**src/rtl/erase_seq_pkg.sv**
```systemverilog
package erase_seq_pkg;

  localparam logic [7:0] OP_WREN    = 8'h06;
  localparam logic [7:0] OP_ERASE32 = 8'h52;
  localparam logic [7:0] OP_ERASE64 = 8'hD8;
  localparam logic [7:0] OP_RDSTAT  = 8'h05;

  localparam int WORD_W = 32;

  // Strobes from the sequencer to the shifter.
  typedef struct packed {
    logic              launch;
    logic [5:0]        lenBits;
    logic [WORD_W-1:0] txWord;   // left-aligned, MSB goes out first
  } frameCmd_t;

  typedef enum logic [1:0] {
    S_IDLE,
    S_WREN,
    S_ERASE,
    S_POLL
  } seqState_t;

  typedef enum logic [1:0] {
    P_IDLE,
    P_SHIFT,
    P_GAP
  } phase_t;

endpackage

```
**src/rtl/erase_seq_shifter.sv**
```systemverilog
module erase_seq_shifter
  import erase_seq_pkg::*;
#(
  parameter int CLK_DIV = 4,
  parameter int CS_GAP  = 4
) (
  input  logic      clk,
  input  logic      rstN,
  input  frameCmd_t cmd,
  input  logic      miso,
  output logic      sck,
  output logic      csN,
  output logic      mosi,
  output logic      lastSample,
  output logic      frameDone
);

  localparam int DIV_W = (CLK_DIV > 1) ? $clog2(CLK_DIV) : 1;
  localparam int GAP_W = (CS_GAP > 1) ? $clog2(CS_GAP) : 1;
  localparam logic [DIV_W-1:0] DIV_LAST = DIV_W'(CLK_DIV - 1);
  localparam logic [GAP_W-1:0] GAP_LAST = GAP_W'(CS_GAP - 1);

  phase_t            phase;
  logic [WORD_W-1:0] shiftReg;
  logic [5:0]        bitsLeft;
  logic [DIV_W-1:0]  divCnt;
  logic [GAP_W-1:0]  gapCnt;
  logic              sckReg;
  logic              csNReg;

  always_ff @(posedge clk or negedge rstN) begin
    if (!rstN) begin
      phase      <= P_IDLE;
      shiftReg   <= '0;
      bitsLeft   <= '0;
      divCnt     <= '0;
      gapCnt     <= '0;
      sckReg     <= 1'b0;
      csNReg     <= 1'b1;
      lastSample <= 1'b0;
      frameDone  <= 1'b0;
    end else begin
      frameDone <= 1'b0;
      unique case (phase)
        P_IDLE: begin
          if (cmd.launch) begin
            shiftReg <= cmd.txWord;
            bitsLeft <= cmd.lenBits;
            divCnt   <= '0;
            csNReg   <= 1'b0;
            phase    <= P_SHIFT;
          end
        end
        P_SHIFT: begin
          if (divCnt == DIV_LAST) begin
            divCnt <= '0;
            if (!sckReg) begin
              sckReg     <= 1'b1;
              lastSample <= miso;
            end else begin
              sckReg   <= 1'b0;
              shiftReg <= {shiftReg[WORD_W-2:0], 1'b0};
              bitsLeft <= bitsLeft - 6'd1;
              if (bitsLeft == 6'd1) begin
                csNReg <= 1'b1;
                gapCnt <= '0;
                phase  <= P_GAP;
              end
            end
          end else begin
            divCnt <= divCnt + 1'b1;
          end
        end
        P_GAP: begin
          if (gapCnt == GAP_LAST) begin
            frameDone <= 1'b1;
            phase     <= P_IDLE;
          end else begin
            gapCnt <= gapCnt + 1'b1;
          end
        end
        default: phase <= P_IDLE;
      endcase
    end
  end

  assign sck  = sckReg;
  assign csN  = csNReg;
  assign mosi = shiftReg[WORD_W-1];

endmodule

```
**src/rtl/erase_seq_ctrl.sv**
```systemverilog
module erase_seq_ctrl
  import erase_seq_pkg::*;
#(
  parameter int LIMIT_W = 16
) (
  input  logic               clk,
  input  logic               rstN,
  input  logic               start,
  input  logic               sizeSel,
  input  logic [23:0]        addr,
  input  logic [LIMIT_W-1:0] pollLimit,
  input  logic               frameDone,
  input  logic               statusBusy,
  output frameCmd_t          cmd,
  output logic               busy,
  output logic               done,
  output logic               timeout
);

  seqState_t          state;
  logic [23:0]        addrQ;
  logic               sizeQ;
  logic [LIMIT_W-1:0] limitQ;
  logic [LIMIT_W-1:0] pollCnt;
  logic [LIMIT_W:0]   pollNext;

  assign pollNext = {1'b0, pollCnt} + 1'b1;

  always_ff @(posedge clk or negedge rstN) begin
    if (!rstN) begin
      state   <= S_IDLE;
      cmd     <= '0;
      addrQ   <= '0;
      sizeQ   <= 1'b0;
      limitQ  <= '0;
      pollCnt <= '0;
      done    <= 1'b0;
      timeout <= 1'b0;
    end else begin
      cmd.launch <= 1'b0;
      done       <= 1'b0;
      timeout    <= 1'b0;
      unique case (state)
        S_IDLE: begin
          if (start) begin
            addrQ  <= addr;
            sizeQ  <= sizeSel;
            limitQ <= pollLimit;
            cmd    <= '{launch: 1'b1, lenBits: 6'd8, txWord: {OP_WREN, 24'h0}};
            state  <= S_WREN;
          end
        end
        S_WREN: begin
          if (frameDone) begin
            cmd   <= '{launch: 1'b1, lenBits: 6'd32,
                       txWord: {(sizeQ ? OP_ERASE64 : OP_ERASE32), addrQ}};
            state <= S_ERASE;
          end
        end
        S_ERASE: begin
          if (frameDone) begin
            cmd     <= '{launch: 1'b1, lenBits: 6'd16, txWord: {OP_RDSTAT, 24'h0}};
            pollCnt <= '0;
            state   <= S_POLL;
          end
        end
        S_POLL: begin
          if (frameDone) begin
            if (!statusBusy) begin
              done  <= 1'b1;
              state <= S_IDLE;
            end else if (pollNext >= {1'b0, limitQ}) begin
              timeout <= 1'b1;
              state   <= S_IDLE;
            end else begin
              pollCnt <= pollNext[LIMIT_W-1:0];
              cmd     <= '{launch: 1'b1, lenBits: 6'd16, txWord: {OP_RDSTAT, 24'h0}};
            end
          end
        end
        default: state <= S_IDLE;
      endcase
    end
  end

  assign busy = (state != S_IDLE);

endmodule

```
**src/rtl/spi_erase_seq.sv**
```systemverilog
module spi_erase_seq
  import erase_seq_pkg::*;
#(
  parameter int CLK_DIV = 4,
  parameter int CS_GAP  = 4,
  parameter int LIMIT_W = 16
) (
  input  logic               clk,
  input  logic               rstN,
  input  logic               start,
  input  logic               sizeSel,
  input  logic [23:0]        addr,
  input  logic [LIMIT_W-1:0] pollLimit,
  input  logic               miso,
  output logic               sck,
  output logic               csN,
  output logic               mosi,
  output logic               busy,
  output logic               done,
  output logic               timeout
);

  frameCmd_t cmd;
  logic      frameDone;
  logic      lastSample;

  erase_seq_ctrl #(.LIMIT_W(LIMIT_W)) u_ctrl (
    .clk        (clk),
    .rstN       (rstN),
    .start      (start),
    .sizeSel    (sizeSel),
    .addr       (addr),
    .pollLimit  (pollLimit),
    .frameDone  (frameDone),
    .statusBusy (lastSample),
    .cmd        (cmd),
    .busy       (busy),
    .done       (done),
    .timeout    (timeout)
  );

  erase_seq_shifter #(.CLK_DIV(CLK_DIV), .CS_GAP(CS_GAP)) u_shift (
    .clk        (clk),
    .rstN       (rstN),
    .cmd        (cmd),
    .miso       (miso),
    .sck        (sck),
    .csN        (csN),
    .mosi       (mosi),
    .lastSample (lastSample),
    .frameDone  (frameDone)
  );

endmodule

```
**config.mk**
```make
export PLATFORM = sky130hd
export DESIGN_NAME = spi_erase_seq
export DESIGN_NICKNAME = d
export VERILOG_FILES = /design/src/rtl/erase_seq_pkg.sv /design/src/rtl/erase_seq_shifter.sv /design/src/rtl/erase_seq_ctrl.sv /design/src/rtl/spi_erase_seq.sv
export SDC_FILE = /design/constraint.sdc
export NUM_CORES = 1
export LEC_CHECK = 0
export BUFFER_PORTS_ARGS = -buffer_cell sky130_fd_sc_hd__buf_2
export CAP_MARGIN = 5
export CORE_ASPECT_RATIO = 0.75
export CORE_UTILIZATION = 38
export CTS_CLUSTER_DIAMETER = 80
export DETAILED_ROUTE_END_ITERATION = 7
export PLACE_DENSITY_LB_ADDON = 0.05
export SLEW_MARGIN = 20
export SYNTH_ARGS = -nofsm -noshare
export SYNTH_HDL_FRONTEND = slang
export SYNTH_SLANG_ARGS = --single-unit
```
**constraint.sdc**
```tcl
create_clock -name clk -period 4.32 [get_ports clk]
set_input_delay 0.864 -clock clk [delete_from_list [all_inputs] [get_ports clk]]
set_output_delay 0.864 -clock clk [all_outputs]
set_load 0.01 [all_outputs]
```
==> results of run 1 <==
==> metrics by stage <==
step	hold slack, ns	instance area (um^2)	util	power (mW)
6_report	0.480	7910	0.461	4.03
4_1_cts	0.485	7880	0.460	4.05
3_3_place_gp	0.467	7310	0.427	2.59
3_5_place_dp	0.471	7310	0.427	2.62
2_1_floorplan	0.450	6780	-	2.34
5_1_grt	0.511	7910	0.461	4.26
==> layout make-up <==
cell class / instances / area, um^2
Tap cell: 236 / 295
Multi-Input combinational cell: 446 / 2950
Clock buffer: 18 / 439
Inverter: 59 / 221
Timing Repair Buffer: 62 / 359
Sequential cell: 140 / 3510
Clock inverter: 14 / 134
Fill cell: 1702 / 9230
==> cell families (layout without fill, tap and decap cells) <==
| family | after synthesis | in the layout | share of synthesized area |
|---|---|---|---|
| flip-flops | 140 | 140 | 0.517 |
| multiplexers | 75 | 75 | 0.119 |
| XOR/XNOR | 7 | 7 | 0.0102 |
| buffers and inverters | 88 | 153 | 0.0513 |
| AO/OA/AOI/OAI | 114 | 114 | 0.103 |
| adder cells (fa/ha/maj) | 26 | 26 | 0.0480 |
| AND/OR/NAND/NOR | 224 | 224 | 0.151 |
==> worst max-delay path, delay by kind of cell (launching register included) <==
family | cells | cell delay (ns)
buf+inv | 1 | 0.21
compound gates | 4 | 0.98
simple gates | 8 | 1.48
mux | 1 | 0.31
fa+ha+maj | 2 | 0.54
flops | 1 | 0.42
==> where the power goes <==
group          total [mW]  internal (mW)  leakage (nW)  switching [mW]
clock                1.42          0.817         0.272           0.599
combinational       0.950          0.497          1.73           0.453
sequential           1.66           1.54          1.70           0.129
total                4.03           2.85          3.70            1.18
==> what timing repair did <==
action / in CTS / in global routing
setup buffers: 0 / 3
endpoints found under the setup margin: 0 / 28
resized for setup: 0 / 1
==> cell usage in the layout, fill, tap and decap left out, types with 4 or more instances in the layout <==
cell | synthesis | routed
a21oi_1 | 23 | 22
a22o_1 | 6 | 6
a31oi_1 | 26 | 26
and2_1 | 4 | 4
and3_1 | 8 | 8
buf_2 | 2 | 49
buf_4 | 2 | 11
clkbuf_16 | 0 | 17
clkinvlp_4 | 0 | 4
dfrtp_1 | 139 | 138
ha_1 | 26 | 26
inv_1 | 59 | 59
inv_6 | 0 | 4
mux2_2 | 44 | 44
mux2i_1 | 28 | 28
nand2_1 | 110 | 109
nand2b_1 | 4 | 4
nand3_1 | 10 | 10
nand4_1 | 6 | 6
nor2_1 | 45 | 45
nor3_1 | 9 | 9
o21ai_0 | 29 | 29
o21ai_1 | 8 | 8
or2_2 | 8 | 8
xnor2_1 | 6 | 6
==> metal layers <==
metal / wire, um / part of all wire / GRT usage / up-vias
met5: 0 / 0 / 0 / -
met2: 6130 / 0.43 / 0.245 / 59
met4: 127 / 0.0089 / 0.0539 / 0
li1: - / - / - / 2406
met3: 438 / 0.031 / 0.0394 / 11
met1: 7570 / 0.53 / 0.249 / 2310
==> registers in the layout, summed over array words and instances (netlist names) <==
| register | cells |
|---|---|
| u_ctrl.addrQ | 24 |
| u_ctrl.cmd | 31 |
| u_ctrl.done | 1 |
| u_ctrl.limitQ | 16 |
| u_ctrl.pollCnt | 16 |
| u_ctrl.sizeQ | 1 |
| u_ctrl.state | 2 |
| u_ctrl.timeout | 1 |
| u_shift.bitsLeft | 6 |
| u_shift.csN | 1 |
| u_shift.divCnt | 2 |
| u_shift.frameDone | 1 |
| u_shift.gapCnt | 2 |
| u_shift.lastSample | 1 |
| u_shift.phase | 2 |
| u_shift.sck | 1 |
| u_shift.shiftReg | 32 |
==> final timing paths <==
kind	to	slack [ns]	cells after the start
worst max-delay path	u_ctrl.cmd[35]$_DFFE_PN0P_	0.25	16
worst min-delay path	u_shift.shiftReg[31]$_DFFE_PN0P_	0.48	2
worst max register to register	u_ctrl.cmd[35]$_DFFE_PN0P_	0.25	16
worst min register to register	u_shift.shiftReg[31]$_DFFE_PN0P_	0.48	2
max in group asynchronous	u_shift.csN$_DFFE_PN1P_	2.85	2
min in group asynchronous	u_ctrl.addrQ[19]$_DFFE_PN0P_	0.55	1
==> metrics.csv, run 1 <==
stage;metric;value;unit
setup_path;path_cells;ha_1 > and3_1 > nand4_1 > nor2_1 > nand3_1 > o21a_1 > or2_2 > ha_1 > nand3_1 > nor2_1 > a21oi_1 > nand4_2 > o21a_1 > a211oi_4 > buf_4 > mux2_1;
setup_path;start_kind;flip-flop;
place;dp_cells;940;
final_layout;finalNetCount;797;
setup_path;cp_slowest_stage_delay;0.42;ns
route;ant_nets;0;
logic_synthesis;netlist_instances;674;
timing;hold_viol;0;
clock_tree;insertion_delay;0.42;ns
grt;grt_antenna_before_repair;0;
setup_path;cp_data_required_time;4.62;ns
setup_path;cp.arrival;4.36;ns
clock_tree;cts_tree;yes;
worst_hold_path;hold_class;reg2reg;
clock_tree;clk_pin_slew;0.06;ns
timing;clock_skew;0.0110;ns
final_layout;drive_above_1_share;0.217;
logic_synthesis;synth_area_per_cell;10.1;um^2
clock_tree;htreeDepth;4;
setup_path;regToRegStartpoint;u_ctrl.pollCnt[0]$_DFFE_PN0P_;
place;gp_congestion;0.851;
logic_synthesis;synth_most_common_cell;dfrtp_1;
die;start_util;0.396;
grt;grt_max_degree;101;
route;via_count;4786;
timing;tns;0;ns
clock_tree;cts_buffers;17;
die;die_x;156;um
power_and_ir_drop;power.density;510;nW/um^2
die;dieHeight;118;um
logic_synthesis;async_flop_share;1.00;
logic_synthesis;ys_dominant_reg_cell;dfrtp_1;
place;io_buffers;50;
timing;period_share;0.941;
die;num_rows;41;
logic_synthesis;syn_area;6780;um^2
clock_tree;cts_hold_buf;0;
grt;grt_pass1_vias;4771;
route;via_per_inst;4.91;
grt;grt_pass1_wl;24200;um
setup_path;critPathCaptureType;flip-flop;
worst_hold_path;hp-start;u_shift.shiftReg[31]$_DFFE_PN0P_;
logic_synthesis;synth_cell_type_count;53;
logic_synthesis;yosysWarnings;0;
route;drt_iter0_markers;272;
logic_synthesis;synthTopCellsByCount;dfrtp_1 (139), nand2_1 (110), inv_1 (59), nor2_1 (45), mux2_2 (44);
logic_synthesis;ys_seq_elements;140;
final_layout;num_antenna_cells;0;
logic_synthesis;synth_top_cell_by_area;dfrtp_1;
timing;setup_ws;0.254;ns
timing;max_freq;0.246;GHz
grt;overflow;0;
logic_synthesis;synth_nets;745;
clock_tree;cts_sinks;140;
route;drc;0;
timing;period_needed;4.07;ns
clock_tree;clockBufferDepth;2;
timing;tightest_slew;1.04;ns
place;dp_slack;0.224;ns
logic_synthesis;yosys.area.top_type_share;0.513;
clock_tree;clock-root-buffer;clkbuf_16;
final_layout;instances_no_fill;975;
place;dp_hpwl;9730;um
logic_synthesis;synth-edff-count;0;
grt;grt_use_total;0.170;
power_and_ir_drop;peakVddDrop;0.211;mV
setup_path;crit_fanout;7;
logic_synthesis;synth_area_leaders;dfrtp_1 (51%), mux2_2 (7.3%), nand2_1 (6.1%);
route;dr.pass1.iters;5;
run;cap_violations;0;
timing;rsz0062_at_grt;false;
route;wl_per_cell;14.6;um
setup_path;worstSetupPathType;reg2reg;
setup_path;cpMaxStageDelayCell;dfrtp_2;
timing;relSlewSlack;0.302;
logic_synthesis;yosysSeqAreaShare;0.517;
timing;setup_viol;0;
final_layout;area_growth;16.6;%
route;drt_wl_total;14300;um
setup_path;crit_start;u_ctrl.pollCnt[0]$_DFFE_PN0P_;
die;die_area;18400;um^2
power_and_ir_drop;p_leak;3.70;nW
die;core_area;17100;um^2
die;num_io_pins;51;
timing;final-max-slew-violation-count;0;
outcome;status;completed;
Power figures use the tool's default switching activity.
==> inputs of run 2 (changes only) <==
- SKIP_LAST_GASP: unset -> 1
- clock period: 4.32 -> 4.71 ns (I/O delays scaled with it)
==> metrics.csv, run 2 (synthesis gave the netlist of run 1 again) <==
stage;metric;value;unit;change
outcome;status;completed;;
final_layout;utilization;0.463;;+0.00139
clock_tree;cts_sinks;140;;unchanged
power_and_ir_drop;peakVddDrop;0.239;mV;+13%
clock_tree;clockBufferDepth;2;;unchanged
timing;relSlewSlack;0.296;;-0.00549
timing;tightest_slew;1.05;ns;+0.00821 ns
setup_path;start_kind;flip-flop;;
final_layout;largest_reg_flops;32;;unchanged
grt;grt_pass1_wl;25000;um;+3.2%
route;ant_nets;0;;unchanged
timing;rsz0062_at_grt;false;;
die;dieHeight;118;um;unchanged
timing;max_freq;0.233;GHz;-5.4%
clock_tree;cts_hold_buf;0;;unchanged
worst_hold_path;hold_class;in2async;;
grt;grt_max_degree;109;;+7.9%
final_layout;regMostFlops;u_shift.shiftReg;;
die;core_area;17100;um^2;unchanged
route;drt_iter0_markers;376;;+38%
clock_tree;cts_tree;yes;;
final_layout;final_cell_mix;dfrtp_1 (139), nand2_1 (109), inv_1 (59);;
grt;grt_antenna_before_repair;0;;unchanged
final_layout;drive_above_1_share;0.212;;-0.00455
setup_path;crit_fanout;15;;+8
timing;period_needed;4.30;ns;+0.234 ns
final_layout;layout_commonest_cell;dfrtp_1;;
timing;period_share;0.913;;-0.0283
place;io_buffers;50;;unchanged
clock_tree;cts_buffers;17;;unchanged
timing;setup_viol;0;;unchanged
final_layout;reg_top3;u_shift.shiftReg: 32 flops, u_ctrl.cmd: 31 flops, u_ctrl.addrQ: 24 flops;;
power_and_ir_drop;power.density;473;nW/um^2;-7.3%
route;drt_wl_total;14500;um;+1.8%
route;wl_per_cell;14.9;um;+2.1%
route;via_per_inst;4.97;;+1.3%
setup_path;cp.arrival;4.64;ns;+0.28 ns
clock_tree;insertion_delay;0.42;ns;about the same
clock_tree;clk_pin_slew;0.07;ns;about the same
place;gp_congestion;0.846;;-0.59%
die;die_x;156;um;unchanged
final_layout;area_growth;17.0;%;
grt;grt_pass1_vias;4899;;+2.7%
die;start_util;0.396;;unchanged
final_layout;num_antenna_cells;0;;unchanged
final_layout;finalNetCount;794;;-0.38%
grt;grt_use_total;0.174;;+0.00423
route;drc;0;;unchanged
die;num_io_pins;51;;unchanged
power_and_ir_drop;p_leak;3.71;nW;+0.21%
timing;final-max-slew-violation-count;0;;unchanged
clock_tree;htreeDepth;4;;unchanged
timing;tns;0;ns;unchanged
setup_path;cp_data_required_time;5.05;ns;+0.43 ns
timing;hold_viol;0;;unchanged
setup_path;worstSetupPathType;reg2reg;;
route;dr.pass1.iters;4;;-1
final_layout;fillCellCount;1658;;-2.6%
run;cap_violations;0;;unchanged
die;die_area;18400;um^2;unchanged
setup_path;critPathCaptureType;flip-flop;;
timing;clock_skew;0.00932;ns;-0.00167 ns
grt;overflow;0;;unchanged
place;dp_hpwl;9730;um;about the same
die;num_rows;41;;unchanged
route;via_count;4833;;+0.98%
clock_tree;clock-root-buffer;clkbuf_16;;
-- run 2: path summary, 6_finish.rpt --
kind,endpoint,depth (start not counted),slack [ns],startpoint
worst max-delay path,u_ctrl.cmd[16]$_DFFE_PN0P_,16,0.41,u_ctrl.pollCnt[0]$_DFFE_PN0P_
worst min-delay path,u_ctrl.addrQ[19]$_DFFE_PN0P_,1,0.39,rstN
worst max register to register,u_ctrl.cmd[16]$_DFFE_PN0P_,16,0.41,u_ctrl.pollCnt[0]$_DFFE_PN0P_
worst min register to register,u_shift.shiftReg[31]$_DFFE_PN0P_,2,0.48,u_shift.shiftReg[31]$_DFFE_PN0P_
max in group asynchronous,u_ctrl.limitQ[10]$_DFFE_PN0P_,2,3.56,rstN
min in group clk,u_shift.shiftReg[31]$_DFFE_PN0P_,2,0.48,u_shift.shiftReg[31]$_DFFE_PN0P_
-- run 2: power by group --
part | total, mW | switching [mW] | internal [mW]
registers | 1.53 | 0.120 | 1.41
clock network | 1.39 | 0.538 | 0.850
logic | 0.830 | 0.404 | 0.426
total | 3.75 | 1.06 | 2.68
-- run 2: critical path, stage by stage, from the launching register on --
cell      delay, ns
dfrtp_1        0.44
ha_1           0.25
and3_1         0.23
nand4_1        0.24
nor2_1         0.22
nand3_1        0.20
o21a_1         0.24
or2_2          0.29
ha_1           0.32
nand3_1        0.13
nor2_1         0.06
a21oi_1        0.16
nand4_2        0.22
o21a_1         0.27
a211oi_4       0.45
buf_6          0.28
mux2i_1        0.21
-- run 2: repair_timing --
item	in CTS	in global routing
buffers inserted	0	0
gates resized for setup	0	1
setup endpoints to repair	0	1
-- run 2: cell type report --
class / instances / area [um^2] / area share
well taps: 236 / 295 / 0.0372
flip-flops and latches: 140 / 3500 / 0.442
clock inverters: 13 / 165 / 0.0208
multi-input cells: 446 / 2950 / 0.372
inverters: 59 / 221 / 0.0279
clock buffers: 19 / 443 / 0.0559
repair buffers: 59 / 348 / 0.0439
-- run 2: routing by layer --
| layer | wire [um] | GRT usage | vias up |
|---|---|---|---|
| li1 | - | - | 2391 |
| met1 | 7720 | 0.254 | 2339 |
| met2 | 6040 | 0.247 | 86 |
| met3 | 504 | 0.0434 | 17 |
| met4 | 255 | 0.0594 | 0 |
| met5 | 0 | 0 | - |
-- run 2: per-stage QoR --
step / cell area (um^2) / setup slack (ns) / power [mW] / hold WS [ns] / std cells
floorplan: 6780 / 1.03 / 2.15 / 0.450 / 674
global placement: 7290 / 0.580 / 2.36 / 0.466 / 939
detailed placement: 7290 / 0.420 / 2.38 / 0.466 / 939
CTS: 7900 / 0.347 / 3.80 / 0.480 / 971
global route: 7930 / 0.0698 / 3.97 / 0.388 / 972
finish: 7930 / 0.410 / 3.75 / 0.391 / 972
==> inputs of run 3 (changes only) <==
- CORE_MARGIN: unset -> 2
==> metrics.csv, run 3 (synthesis gave the netlist of run 1 again) <==
stage;metric;value;unit;change
route;wl_per_cell;14.7;um;-1.6%
die;core_area;17600;um^2;+2.4%
final_layout;num_antenna_cells;0;;unchanged
place;gp_congestion;0.764;;-9.7%
clock_tree;cts_sinks;140;;unchanged
setup_path;cp_data_required_time;5.05;ns;about the same
setup_path;cp_slowest_stage_delay;0.45;ns;about the same
setup_path;cp.arrival;4.65;ns;about the same
die;dieHeight;120;um;+1.7%
timing;rsz0062_at_grt;false;;
route;ant_nets;0;;unchanged
final_layout;final_cell_mix;dfrtp_1 (139), nand2_1 (109), inv_1 (59);;
setup_path;cp_top_family;simple AND/OR/NAND/NOR gates;;
timing;setup_viol;0;;unchanged
setup_path;worstSetupPathType;reg2reg;;
die;start_util;0.386;;-0.00942
final_layout;drive_above_1_share;0.212;;+0.000288
setup_path;cpMaxStageDelayCell;a211oi_4;;
power_and_ir_drop;power.density;461;nW/um^2;-2.4%
grt;grt_antenna_before_repair;0;;unchanged
final_layout;fillCellCount;1697;;+2.4%
timing;hold_viol;0;;unchanged
setup_path;path_cells;ha_1 > and3_1 > nand4_1 > nor2_1 > nand3_1 > o21a_1 > or2_2 > ha_1 > nand3_1 > nor2_1 > a21oi_1 > nand4_2 > o21a_1 > a211oi_4 > buf_4 > mux2i_1;;
grt;grt_pass1_vias;4595;;-6.2%
clock_tree;clk_pin_slew;0.06;ns;about the same
clock_tree;post_cts_resize_count;0;;unchanged
clock_tree;cts_tree;yes;;
worst_hold_path;hold_class;reg2reg;;
grt;grt_pass1_wl;23800;um;-4.7%
setup_path;critPathCaptureType;flip-flop;;
timing;clock_skew;0.00953;ns;+0.000213 ns
route;drt_wl_total;14400;um;-1.1%
grt;overflow;0;;unchanged
setup_path;crit_fanout;15;;unchanged
place;io_buffers;50;;unchanged
die;num_io_pins;51;;unchanged
grt;grt_max_degree;85;;-22%
route;dr.pass1.iters;4;;unchanged
timing;final-max-slew-violation-count;0;;unchanged
die;die_x;158;um;+1.3%
die;num_rows;42;;+2.4%
timing;relSlewSlack;0.311;;+0.0148
final_layout;area_growth;16.1;%;
grt;grt_use_total;0.162;;-0.0118
power_and_ir_drop;p_leak;3.69;nW;-0.66%
clock_tree;htreeDepth;4;;unchanged
timing;timing.hold.ws;0.490;ns;+0.0991 ns
setup_path;start_kind;flip-flop;;
clock_tree;clockBufferDepth;2;;unchanged
clock_tree;post-cts-setup-buffer-count;0;;unchanged
die;die_area;18900;um^2;+3.0%
final_layout;reg_top3;u_shift.shiftReg: 32 flops, u_ctrl.cmd: 31 flops, u_ctrl.addrQ: 24 flops;;
timing;max_freq;0.232;GHz;-0.23%
outcome;status;completed;;
clock_tree;cts_hold_buf;0;;unchanged
clock_tree;clock-root-buffer;clkbuf_16;;
final_layout;regMostFlops;u_shift.shiftReg;;
timing;tns;0;ns;unchanged
route;via_count;4773;;-1.2%
route;via_per_inst;4.89;;-1.7%
clock_tree;insertion_delay;0.42;ns;about the same
final_layout;largest_reg_flops;32;;unchanged
power_and_ir_drop;peakVddDrop;0.268;mV;+12%
route;drc;0;;unchanged
final_layout;finalNetCount;794;;unchanged
run;cap_violations;0;;unchanged
place;dp_hpwl;9900;um;+1.7%
clock_tree;cts_buffers;17;;unchanged
setup_path;crit_buf_inv;1;;unchanged
timing;period_share;0.915;;+0.00215
timing;tightest_slew;1.03;ns;-0.0221 ns
timing;period_needed;4.31;ns;+0.0101 ns
final_layout;layout_commonest_cell;dfrtp_1;;
route;drt_iter0_markers;323;;-14%
## run 3: final cells by class
class | instances | area, um^2 | area share
flip-flops and latches | 140 | 3500 | 0.445
multi-input cells | 446 | 2950 | 0.375
clock inverters | 14 | 138 | 0.0175
well taps | 242 | 303 | 0.0385
repair buffers | 59 | 324 | 0.0412
clock buffers | 17 | 425 | 0.0541
inverters | 59 | 221 | 0.0281
## run 3: worst min-delay path: stages, from the launching register on
cell     delay [ns]
dfrtp_1        0.34
nand2_1        0.05
o21ai_0        0.06
## run 3: report_power, final
part	total, mW	leakage (nW)	internal (mW)	switching (mW)
clock	1.28	0.270	0.735	0.543
sequential	1.53	1.70	1.41	0.120
combinational	0.822	1.71	0.419	0.403
total	3.63	3.69	2.56	1.07
## run 3: layer usage
metal	vias to the layer above	share of wire	track usage
li1	2391	-	-
met1	2275	0.53	0.250
met2	92	0.41	0.224
met3	15	0.043	0.0401
met4	0	0.010	0.0445
met5	-	0	0
## run 3: through the flow
stage / area, um^2 / util / instances / setup slack [ns] / power, mW
floorplan: 6780 / - / 674 / 1.03 / 2.15
global placement: 7300 / 0.416 / 946 / 0.566 / 2.36
detailed placement: 7300 / 0.416 / 946 / 0.408 / 2.38
CTS: 7870 / 0.448 / 977 / 0.396 / 3.69
global route: 7870 / 0.448 / 977 / 0.0635 / 3.85
finish: 7870 / 0.448 / 977 / 0.400 / 3.63
## run 3: path summary, 6_finish.rpt
path / start / cells past startpoint / slack, ns / endpoint
max reg2reg: u_ctrl.pollCnt[0]$_DFFE_PN0P_ / 16 / 0.40 / u_ctrl.cmd[14]$_DFFE_PN0P_
min: u_shift.shiftReg[27]$_DFFE_PN0P_ / 2 / 0.49 / u_shift.shiftReg[27]$_DFFE_PN0P_
min reg2reg: u_shift.shiftReg[27]$_DFFE_PN0P_ / 2 / 0.49 / u_shift.shiftReg[27]$_DFFE_PN0P_
min in group asynchronous: rstN / 1 / 0.57 / u_ctrl.addrQ[19]$_DFFE_PN0P_
max: u_ctrl.pollCnt[0]$_DFFE_PN0P_ / 16 / 0.40 / u_ctrl.cmd[14]$_DFFE_PN0P_
max in group asynchronous: rstN / 2 / 3.16 / u_shift.csN$_DFFE_PN1P_
